## src/rtl/serial_audio_rx.sv

```systemverilog
module serial_audio_rx #(
  parameter int SAMPLE_W = 24,
  parameter int CNT_W    = 7
) (
  input  logic                bclk,
  input  logic                rst_n,
  input  logic                lrclk,
  input  logic                sdata,
  input  logic [1:0]          fmt,
  input  logic [1:0]          wsize,
  output logic [SAMPLE_W-1:0] left,
  output logic [SAMPLE_W-1:0] right,
  output logic                valid
);
  localparam int MID_W   = SAMPLE_W - 4;
  localparam int SHORT_W = SAMPLE_W - 8;
  localparam logic [CNT_W-1:0] CNT_MAX = '1;

  logic                lr_dly, lr_prev, armed, have_l;
  logic [1:0]          prime;
  logic [CNT_W-1:0]    cnt, idx, wlen;
  logic [SAMPLE_W-1:0] sh, nxt, raw, word, hold_l;
  logic                is_i2s, is_rj, lr_eng, edge_seen, take;
  logic                lj_done, rj_done, done, done_right;

  assign is_rj  = fmt == 2'd2;
  assign is_i2s = fmt[0] == fmt[1];
  // I2S becomes left-justified once the frame clock is delayed by one bit
  assign lr_eng    = is_i2s ? lr_dly : lrclk;
  assign edge_seen = prime[1] && (lr_eng != lr_prev);
  assign idx       = edge_seen ? '0 : cnt;

  always_comb begin
    case (wsize)
      2'd1:    wlen = CNT_W'(MID_W);
      2'd2:    wlen = CNT_W'(SHORT_W);
      default: wlen = CNT_W'(SAMPLE_W);
    endcase
  end

  assign take    = is_rj || (idx < wlen);
  assign nxt     = {sh[SAMPLE_W-2:0], sdata};
  assign lj_done = !is_rj && armed && !edge_seen && (idx == wlen - 1'b1);
  assign rj_done = is_rj && armed && edge_seen;
  assign done    = lj_done || rj_done;
  assign done_right = (is_rj ? lr_prev : lr_eng) ^ !is_i2s;
  assign raw     = is_rj ? sh : nxt;

  always_comb begin
    case (wsize)
      2'd1:    word = {raw[MID_W-1:0], 4'b0};
      2'd2:    word = {raw[SHORT_W-1:0], 8'b0};
      default: word = raw;
    endcase
  end

  always_ff @(posedge bclk) begin
    if (!rst_n) begin
      prime   <= '0;
      lr_dly  <= 1'b0;
      lr_prev <= 1'b0;
      armed   <= 1'b0;
      cnt     <= '0;
      sh      <= '0;
      hold_l  <= '0;
      have_l  <= 1'b0;
      left    <= '0;
      right   <= '0;
      valid   <= 1'b0;
    end else begin
      prime   <= {prime[0], 1'b1};
      lr_dly  <= lrclk;
      lr_prev <= lr_eng;
      if (edge_seen) armed <= 1'b1;
      cnt   <= edge_seen ? CNT_W'(1) : ((cnt == CNT_MAX) ? cnt : cnt + 1'b1);
      if (take) sh <= nxt;
      valid <= 1'b0;
      if (done) begin
        if (!done_right) begin
          hold_l <= word;
          have_l <= 1'b1;
        end else if (have_l) begin
          left   <= hold_l;
          right  <= word;
          valid  <= 1'b1;
          have_l <= 1'b0;
        end
      end
    end
  end

  a_r6_single_strobe: assert property (@(posedge bclk) disable iff (!rst_n)
    valid |=> !valid);

  a_r6_update_with_strobe: assert property (@(posedge bclk) disable iff (!rst_n)
    (left != $past(left) || right != $past(right)) |-> valid);

  a_r7_quiet_until_armed: assert property (@(posedge bclk) disable iff (!rst_n)
    !armed |-> !valid);

  a_r9_pair_needs_left: assert property (@(posedge bclk) disable iff (!rst_n)
    $rose(valid) |-> $past(have_l));

  a_r5_short_low_zero: assert property (@(posedge bclk) disable iff (!rst_n)
    (valid && wsize == 2'd2) |-> (left[SAMPLE_W-SHORT_W-1:0] == '0 && right[SAMPLE_W-SHORT_W-1:0] == '0));

endmodule

```

## config.mk

```make
export PLATFORM = sky130hd
export DESIGN_NAME = serial_audio_rx
export DESIGN_NICKNAME = d
export VERILOG_FILES = /design/src/rtl/serial_audio_rx.sv
export SDC_FILE = /design/constraint.sdc
export NUM_CORES = 1
export LEC_CHECK = 0
export ABC_AREA = 1
export CAP_MARGIN = 5
export CORE_ASPECT_RATIO = 0.8
export CORE_UTILIZATION = 50
export DETAILED_ROUTE_END_ITERATION = 7
export PLACE_DENSITY = 0.72
export SETUP_SLACK_MARGIN = 0.4
export SLEW_MARGIN = 20
export SYNTH_ARGS = -nofsm -noshare
export SYNTH_HDL_FRONTEND = slang
export SYNTH_SLANG_ARGS = --single-unit
```

## constraint.sdc

```tcl
create_clock -name bclk -period 3.4 [get_ports bclk]
set_input_delay 0.51 -clock bclk [delete_from_list [all_inputs] [get_ports bclk]]
set_output_delay 0.51 -clock bclk [all_outputs]
set_load 0.02 [all_outputs]
```

==> summary.md, run 1 <==
| Metric | Value |
|---|---|
| Routed vias | 4810 |
| Kind of start point of the critical path | input port |
| Setup TNS | 0 ns |
| Synthesized Nets | 793 |
| Synth Instances | 778 |
| Count of pins over their slew limit | 0 |
| Max cap viols | 0 |
| Worst clock skew | 0.00948 ns |
| Hold Crit Class | flip-flop to flip-flop |
| WL final | 13100 um |
| Gr ovfl total | 0 |
| Clock sink count | 110 |
| Worst-path fanout max | 7 |
| Worst Path Required | 3.67 ns |
| Crit-path most repeated cell | nand2_1 |
| H-tree lvl count | 3 |
| Global Route Usage Sum | 24.8% |
| PortBufs | 56 |
| # setup viols final | 0 |
| ANT nets after route | 0 |
| WL met2 | 5850 um |
| Largest net degree at the start of global routing | 95 |
| Final WS setup | 0.579 ns |
| CP peak stage delay | 0.45 ns |
| Fillers | 907 |
| Fmax | 0.354 GHz |
| Vias in the first global route | 4304 |
| Multi-input logic area | 0.00241 sq mm |
| Synthesis-stage register bit count | 110 |
| Chip width | 115 um |
| Post-CTS Hold Buffers | 0 |
| Starting Density | 52.1% |
| Fin nets | 846 |
| Final worst-path cycle share | 83.0% |
| Core area | 0.00973 sq mm |
| Leak | 2.59 nW |
| Worst setup path category | input port to flip-flop |
| Sequential fraction of the synthesis area | 43.4% |
| Row count | 32 |
| CTS buffer count | 9 |
| Die ar. | 0.0106 sq mm |
| Worst Path Arrival | 3.10 ns |
| Synth cell types | 26 |
| Ports | 57 |
| Setup crit end kind | flip-flop |
| Highest metal used | met4 |
| Drt first pass iters | 4 |
| Mapped Area | 0.00507 sq mm |
| First-pass GRT wire length | 20500 um |
| Diode count | 0 |
| Worst Max-Slew Pin Slew | 0.891 ns |
| Worst slew margin | 40.6% |
| Post-synthesis average cell area | 6.52 sq um |
| Met3 Routed Length | 662 um |
| Status | completed |
| Routed met1 length | 6400 um |
| Slowest-stage cell, CP | clkdlybuf4s50_1 |
| Root Driver | clkbuf_16 |
| Starting DRT DRC Count | 353 |
| Register area | 0.00220 sq mm |
| CTS tree | yes |
| Unrepaired setup endpoints after global routing | false |
| Min Clock Period, post-route | 2.82 ns |
| GP Congestion | 0.857 |
| Avg WL per Cell | 13.4 um |
| Share of cells above drive strength 1 | 6.82% |
| DRC violations left | 0 |
| PwrDens | 414 mW/mm^2 |
| Yosys warns | 0 |
| DPL Wire Length | 8650 um |
| CP Cell Sequence | clkdlybuf4s50_1 -> inv_1 -> ha_4 -> nand2_1 -> nand3_4 -> nand3_4 -> buf_4 -> nand2_1 -> inv_1 -> ha_1 -> a21oi_1 -> o21ai_0 -> nand3_2 -> buf_4 -> clkinvlp_4 -> nand2_1 -> a21oi_1 |
| Vias/cell | 4.95 |
| Clock tree buffer depth | 2 |
| Area grow syn2layout | 22.8% |
| Peak VDD IR | 0.000305 V |
| Worst skew pair latency | 0.35 ns |
| Initial antenna violation count | 0 |
| Pre-CTS setup slack | 0.0820 ns |
| DIE HEIGHT | 92.1 um |
| Clock-pin slew on the worst setup and hold paths | 0.07 ns |
| Final Hold Violating Endpoints | 0 |
## final timing paths
kind             from  endpoint  slack, ns  cells after the start
max            fmt[0]     sh[8]       0.58                     17
min          prime[0]  prime[1]       0.45                      2
max reg2reg   lr_prev     sh[8]       1.15                     14
min reg2reg  prime[0]  prime[1]       0.45                      2
## power by group
part | internal [mW] | switching, mW | total [mW]
sequential | 1.31 | 0.0148 | 1.33
combinational | 0.0825 | 0.163 | 0.246
clock | 0.505 | 0.502 | 1.01
total | 1.90 | 0.680 | 2.58
## cell families (layout without fill, tap and decap cells)
kind of cell	Yosys count	after routing	synth area share, %
compound gates	97	97	9.75
fa+ha+maj	7	7	1.73
xor+xnor	1	1	0.173
simple gates	441	441	34.7
buf+inv	122	180	10.2
flops	110	110	43.4
## worst max-delay path, delay by kind of cell
family	cells	cell delay [ns]
buf+inv	6	1.01
simple gates	6	0.58
fa+ha+maj	2	0.57
compound gates	3	0.41
## Yosys cell counts
library cell	n	area share, %
o22ai_1	5	0.62
nor3_1	12	1.2
inv_1	80	5.9
and2_1	1	0.12
clkbuf_1	18	1.3
nor3b_1	3	0.44
o21bai_1	1	0.15
a21oi_1	43	4.2
nand2_2	4	0.49
nand3_1	11	1.1
inv_2	1	0.074
dfxtp_1	110	43
clkinv_1	3	0.22
nand4_1	4	0.49
nand3_4	1	0.35
o21ai_0	48	4.7
buf_6	4	0.89
buf_4	4	0.59
nor2b_1	1	0.12
ha_1	7	1.7
buf_2	12	1.2
nand2_1	242	18
xnor2_1	1	0.17
nand3_2	3	0.59
nor2_1	158	12
nor2_4	1	0.22
## cells in the final DEF (no fill, tap or decap), types with 5 or more instances in the layout
master and n:
a21oi_1 43, nand2_1 239, nand3_1 10, buf_4 14
inv_1 80, clkdlybuf4s50_1 55, nor2_1 158, nor3_1 12
buf_12 5, ha_1 6, clkinvlp_4 6, dfxtp_1 110
o22ai_1 5, o21ai_0 48, nand2_2 5, clkbuf_16 11
## layout make-up
cell class / count / share of cell area (%)
flip-flops and latches: 110 / 35.4
clock buffers: 9 / 3.62
repair inverters: 1 / 0.0804
clock inverters: 7 / 0.924
well taps: 136 / 2.73
multi-input cells: 546 / 38.7
repair buffers: 79 / 13.4
inverters: 84 / 5.16
## repair_timing
action | in CTS | in global routing
setup endpoints to repair | 0 | 95
endpoints found under the hold margin | 0 | 0
gates resized for setup | 0 | 19
setup buffers | 0 | 5
## registers in the layout, summed over array words and instances (netlist names)
signal	count
hold_l	24
left	24
right	24
sh	24
cnt	7
prime	2
armed	1
have_l	1
lr_dly	1
lr_prev	1
valid	1
## stage by stage
| step | total power, mW | cells | utilization, % | area (sq um) | hold WS [ns] |
|---|---|---|---|---|---|
| floorplan | 1.52 | 778 | - | 5070 | 0.390 |
| global placement | 1.58 | 945 | 58.9 | 5730 | 0.402 |
| detailed placement | 1.59 | 945 | 58.9 | 5730 | 0.401 |
| CTS | 2.58 | 961 | 61.8 | 6010 | 0.419 |
| global route | 2.69 | 972 | 64.0 | 6230 | 0.455 |
| finish | 2.58 | 972 | 64.0 | 6230 | 0.445 |
## routing by layer
metal  up-vias  global-route usage [%]
met5         -                       0
met4         0                    7.25
met3        12                    4.43
met2       119                    38.6
met1      2197                    35.0
li1       2482                       -
(Power assumes the default switching activity.)
==> inputs of run 2 (changes only) <==
==> constraint.sdc (replaced) <==
create_clock -name bclk -period 2.8 [get_ports bclk]
set_input_delay 0.42 -clock bclk [delete_from_list [all_inputs] [get_ports bclk]]
set_output_delay 0.42 -clock bclk [all_outputs]
set_load 0.02 [all_outputs]
==> run 2 against run 1 <==
Against the previous run:
- wire length is 1.3% higher
- hold slack worse by 0.022 ns
- sequential share of layout area is 2.7 points lower
- power is 27% higher
- combinational power is 44% higher
- clock power is 31% higher
- cell count is 4.0% higher
- global-route usage is 1.9 points higher
- sequential power is 21% higher
- design area is 8.2% higher
- register-to-register slack worse by 0.68 ns
- first-iteration DRC count is 16% lower
- critical endpoint is now left[15]
- largest cell class unchanged
==> summary.md, run 2 (synthesized netlist as in run 1, its figures left out) <==
| Metric | Value |
|---|---|
| Count of pins over their slew limit | 0 |
| Core area | 0.00973 sq mm |
| Commonest non-fill, non-tap cells in the layout | nand2_1 (227), nor2_1 (155), dfxtp_1 (110) |
| Largest net degree at the start of global routing | 62 |
| CP Cell Sequence | buf_8 -> inv_6 -> ha_4 -> inv_4 -> nand2_4 -> nand3_4 -> nand3_4 -> nand2_4 -> ha_4 -> nor2_2 -> nand2_1 -> nor2_1 -> nand2_1 -> nand2_2 -> nand2_4 -> nor2_4 -> buf_12 -> buf_12 -> buf_8 -> nand2_2 -> nand2_1 -> nor2_1 |
| Fin nets | 885 |
| Worst slew margin | 59.0% |
| Slowest-stage cell, CP | ha_4 |
| Clock-pin slew on the worst setup and hold paths | 0.07 ns |
| PwrDens | 488 mW/mm^2 |
| Max cap viols | 0 |
| Starting Density | 52.1% |
| Die ar. | 0.0106 sq mm |
| Clock sink count | 110 |
| PortBufs | 56 |
| Worst setup path category | input port to flip-flop |
| DPL Wire Length | 9230 um |
| Area after DPL | 0.00607 sq mm |
| H-tree lvl count | 3 |
| Kind of start point of the critical path | input port |
| Diode count | 0 |
| Share of cells above drive strength 1 | 13.7% |
| DIE HEIGHT | 92.1 um |
| Drt first pass iters | 5 |
| Routed vias | 5015 |
| Design area | 0.00674 sq mm |
| Total power | 3.29 mW |
| Final worst-path cycle share | 84.7% |
| CP peak stage delay | 0.29 ns |
| Area grow syn2layout | 32.8% |
| Vias/cell | 4.96 |
| Starting DRT DRC Count | 298 |
| Hold Crit Class | flip-flop to flip-flop |
| Unrepaired setup endpoints after global routing | true |
| Peak VDD IR | 0.000441 V |
| Worst Path Arrival | 2.61 ns |
| WL final | 13200 um |
| CTS buffer count | 9 |
| Clock tree buffer depth | 2 |
| Worst Path Required | 3.04 ns |
| DRC violations left | 0 |
| Avg WL per Cell | 13.1 um |
| Root Driver | clkbuf_16 |
| # setup viols final | 0 |
| ANT nets after route | 0 |
| Worst clock skew | 0.00772 ns |
| Most common cell after layout, fill and taps aside | nand2_1 |
| Global Route Usage Sum | 26.7% |
| Row count | 32 |
| Hold slack | 0.423 ns |
| Vias in the first global route | 4726 |
| Ports | 57 |
| Worst-path fanout max | 7 |
| Setup TNS | 0 ns |
| Initial antenna violation count | 0 |
| Min Clock Period, post-route | 2.37 ns |
| Status | completed |
| Worst Max-Slew Pin Slew | 0.615 ns |
| Gr ovfl total | 0 |
| Worst skew pair latency | 0.35 ns |
| Setup crit end kind | flip-flop |
| Leak | 2.89 nW |
| CTS tree | yes |
| GP Congestion | 0.885 |
| R2R setup slack | 0.47 ns |
| Pre-CTS setup slack | -0.328 ns |
| Final WS setup | 0.429 ns |
| Chip width | 115 um |
| Fmax | 0.422 GHz |
| First-pass GRT wire length | 22100 um |
| Final Hold Violating Endpoints | 0 |
-- run 2: cell count changes in the layout (fill, tap and decap cells not counted), moves of 3 or more --
cell and change:
buf_4 +30, buf_16 +3, buf_6 +5, nand2_1 -12, a21oi_1 -3, clkinvlp_4 -5
nor2_1 -3, buf_12 +3, nand2_2 +9, nand2_4 +3, buf_8 +3, a21oi_2 +3
clkdlybuf4s50_1 -4
-- run 2: layout make-up --
class | count | area [sq um]
fillers | 841 | 2990
inverters | 84 | 324
repair buffers | 119 | 1240
clock inverters | 4 | 55.1
multi-input cells | 546 | 2490
flip-flops and latches | 110 | 2200
well taps | 136 | 170
clock buffers | 12 | 256
-- run 2: metal layers --
| metal | global-route usage [%] | vias to the layer above | share of wire, % |
|---|---|---|---|
| li1 | - | 2562 | - |
| met1 | 35.5 | 2311 | 47 |
| met2 | 43.7 | 123 | 47 |
| met3 | 5.09 | 19 | 5.0 |
| met4 | 8.33 | 0 | 1.4 |
| met5 | 0 | - | 0 |
-- run 2: final timing paths --
kind	startpoint	end	cells past startpoint
setup / recovery	fmt[0]	left[15]	22
hold / removal	prime[0]	prime[1]	2
setup reg to reg	lr_prev	left[15]	18
hold reg to reg	prime[0]	prime[1]	2
-- run 2: worst max-delay path, delay by kind of cell --
| family | cells | cell delay, ns |
|---|---|---|
| adder cells (fa/ha/maj) | 2 | 0.53 |
| AND/OR/NAND/NOR | 14 | 1.08 |
| buffers and inverters | 6 | 0.57 |
-- run 2: stage by stage --
stage | cells | utilization, %
after floorplan | 778 | -
after global placement | 980 | 62.4
after detailed placement | 980 | 62.4
after CTS | 1007 | 67.5
after global routing | 1011 | 69.2
final | 1011 | 69.2
-- run 2: what timing repair did --
action | in CTS | in global routing
cloned | 3 | 0
pin swaps | 6 | 18
resized for setup | 20 | 41
setup buffers | 8 | 4
hold buffers | 0 | 0
setup endpoints to repair | 98 | 97
-- run 2: report_power, final --
group          leakage, nW  internal (mW)  switching (mW)  total, mW
sequential           0.890           1.60          0.0193       1.61
clock                0.149          0.747           0.572       1.32
combinational         1.85          0.139           0.216      0.355
==> inputs of run 3 (changes only) <==
==> constraint.sdc (replaced) <==
create_clock -name bclk -period 2.3 [get_ports bclk]
set_input_delay 0.345 -clock bclk [delete_from_list [all_inputs] [get_ports bclk]]
set_output_delay 0.345 -clock bclk [all_outputs]
set_load 0.02 [all_outputs]
==> run 3 against run 2 <==
Against the previous run:
- design area rose by 16%
- critical endpoint is now left[19]
- core utilization grew 11 points
- die area unchanged
- largest cell class unchanged
- clock-buffer cell count is 3 lower
- combinational power grew 56%
- wire length rose by 37%
- the run now ends with setup timing left
- via count up 13%
- cell count is 4.3% higher
- clock skew rose by 0.0060 ns
==> summary.md, run 3 (synthesized netlist as in run 1, its figures left out) <==
| Metric | Value |
|---|---|
| Root Driver | clkbuf_16 |
| DPL Wire Length | 9120 um |
| Gr ovfl total | 0 |
| Vias/cell | 5.40 |
| Reg2reg end | left[19] |
| CP peak stage delay | 0.30 ns |
| Clock tree buffer depth | 2 |
| Starting Density | 52.1% |
| Die ar. | 0.0106 sq mm |
| First-pass GRT wire length | 25100 um |
| Row count | 32 |
| Worst Path Required | 2.58 ns |
| H-tree lvl count | 3 |
| Avg WL per Cell | 17.2 um |
| Area grow syn2layout | 54.5% |
| Worst setup path category | input port to flip-flop |
| Final Hold Violating Endpoints | 0 |
| Slowest-stage cell, CP | ha_4 |
| R2R setup slack | -0.25 ns |
| Pre-CTS setup slack | -0.832 ns |
| Share of cells above drive strength 1 | 25.7% |
| Non-Filler Instances | 1054 |
| DIE HEIGHT | 92.1 um |
| Hold Crit Class | input port to flip-flop |
| Worst Path Arrival | 2.85 ns |
| Initial antenna violation count | 0 |
| R2R depth | 20 |
| Status | finished, violations left |
| CTS tree | yes |
| Post-CTS Hold Buffers | 0 |
| CTS buffer count | 9 |
| Worst-path fanout max | 4 |
| Starting DRT DRC Count | 643 |
| Min Clock Period, post-route | 2.57 ns |
| Clock sink count | 110 |
| Kind of start point of the critical path | input port |
| Routed vias | 5689 |
| Core area | 0.00973 sq mm |
| Ports | 57 |
| Largest net degree at the start of global routing | 93 |
| Max cap viols | 0 |
| Hold slack | 0.421 ns |
| Final core occ | 80.5% |
| PwrDens | 523 mW/mm^2 |
| Leak | 3.38 nW |
| Fin nets | 928 |
| Clock-pin slew on the worst setup and hold paths | 0.08 ns |
| ANT nets after route | 0 |
| # setup viols final | 71 |
| Post-Place Cells | 986 |
| PortBufs | 56 |
| Global Route Usage Sum | 30.6% |
| CP Cell Sequence | buf_8 -> inv_8 -> ha_4 -> inv_6 -> nand2_4 -> nand3_4 -> nand3_4 -> nand2_4 -> ha_4 -> nor2_2 -> nand2_1 -> nor2_1 -> nand2_1 -> nand2_2 -> nand2_4 -> nor2_4 -> buf_6 -> buf_8 -> buf_12 -> buf_8 -> clkbuf_16 -> nor2_1 -> nor2_1 |
| Unrepaired setup endpoints after global routing | true |
| Fmax | 0.390 GHz |
| Crit path to | left[19] |
| Setup crit end kind | flip-flop |
| Drt first pass iters | 5 |
| GP Congestion | 0.887 |
| Worst skew pair latency | 0.36 ns |
| Diode count | 0 |
| Most common cell after layout, fill and taps aside | nand2_1 |
| Commonest non-fill, non-tap cells in the layout | nand2_1 (208), nor2_1 (121), dfxtp_1 (108) |
| Failing checks | setup timing |
| Peak VDD IR | 0.000525 V |
| Worst Max-Slew Pin Slew | 0.585 ns |
| Chip width | 115 um |
| Count of pins over their slew limit | 0 |
| Worst slew margin | 60.6% |
| Vias in the first global route | 5177 |
| Worst clock skew | 0.0137 ns |
| Final WS setup | -0.267 ns |
| Critical path startpoint | fmt[0] |
| DRC violations left | 0 |
| WL final | 18100 um |
| Final worst-path cycle share | 112% |
| RR Startpoint | lr_dly |
| Total power | 4.10 mW |
-- run 3: worst min path at each step --
stage	start	to	slack [ns]	cells past startpoint
after floorplan	rst_n	prime[0]	0.37	0
after global placement	prime[0]	prime[1]	0.39	2
after detailed placement	prime[0]	prime[1]	0.42	2
after CTS	rst_n	have_l	0.40	3
after global routing	rst_n	have_l	0.41	3
final	rst_n	prime[0]	0.42	2
-- run 3: where the power goes --
group | total (mW) | switching (mW) | internal, mW
Clock | 1.58 | 0.802 | 0.775
Sequential | 1.97 | 0.0273 | 1.94
Combinational | 0.554 | 0.326 | 0.228
-- run 3: final cells by class --
class                   instances  area [sq um]
inverters                      84           342
multi-input cells             546          2840
clock buffers                   9           225
clock inverters                 7          71.3
well taps                     136           170
flip-flops and latches        110          2200
repair buffers                162          1980
fillers                       619          1890
-- run 3: worst max-delay path, delay by kind of cell --
kind          cells  cell delay (ns)
simple gates     13             1.22
fa+ha+maj         2             0.52
buf+inv           8             0.75
-- run 3: metrics by stage --
| step | area [sq um] | TNS, ns |
|---|---|---|
| 6_report | 7840 | -10.49 |
| 5_1_grt | 7840 | -19.55 |
| 4_1_cts | 7330 | -0.0330 |
| 3_5_place_dp | 6110 | -69.90 |
| 3_3_place_gp | 6110 | -63.08 |
| 2_1_floorplan | 5140 | -0.318 |
-- run 3: repair_timing --
action | in CTS | in global routing
setup buffers | 24 | 9
gates cloned | 12 | 7
resized for setup | 110 | 70
pin swaps | 33 | 57
endpoints found under the setup margin | 98 | 98
-- run 3: per-layer routing --
metal | global-route usage (%) | wire length (um) | vias up
met5 | 0 | 0 | -
met4 | 10.2 | 813 | 0
met3 | 5.88 | 1190 | 81
met2 | 53.0 | 8670 | 270
met1 | 37.9 | 7490 | 2674
li1 | - | - | 2664
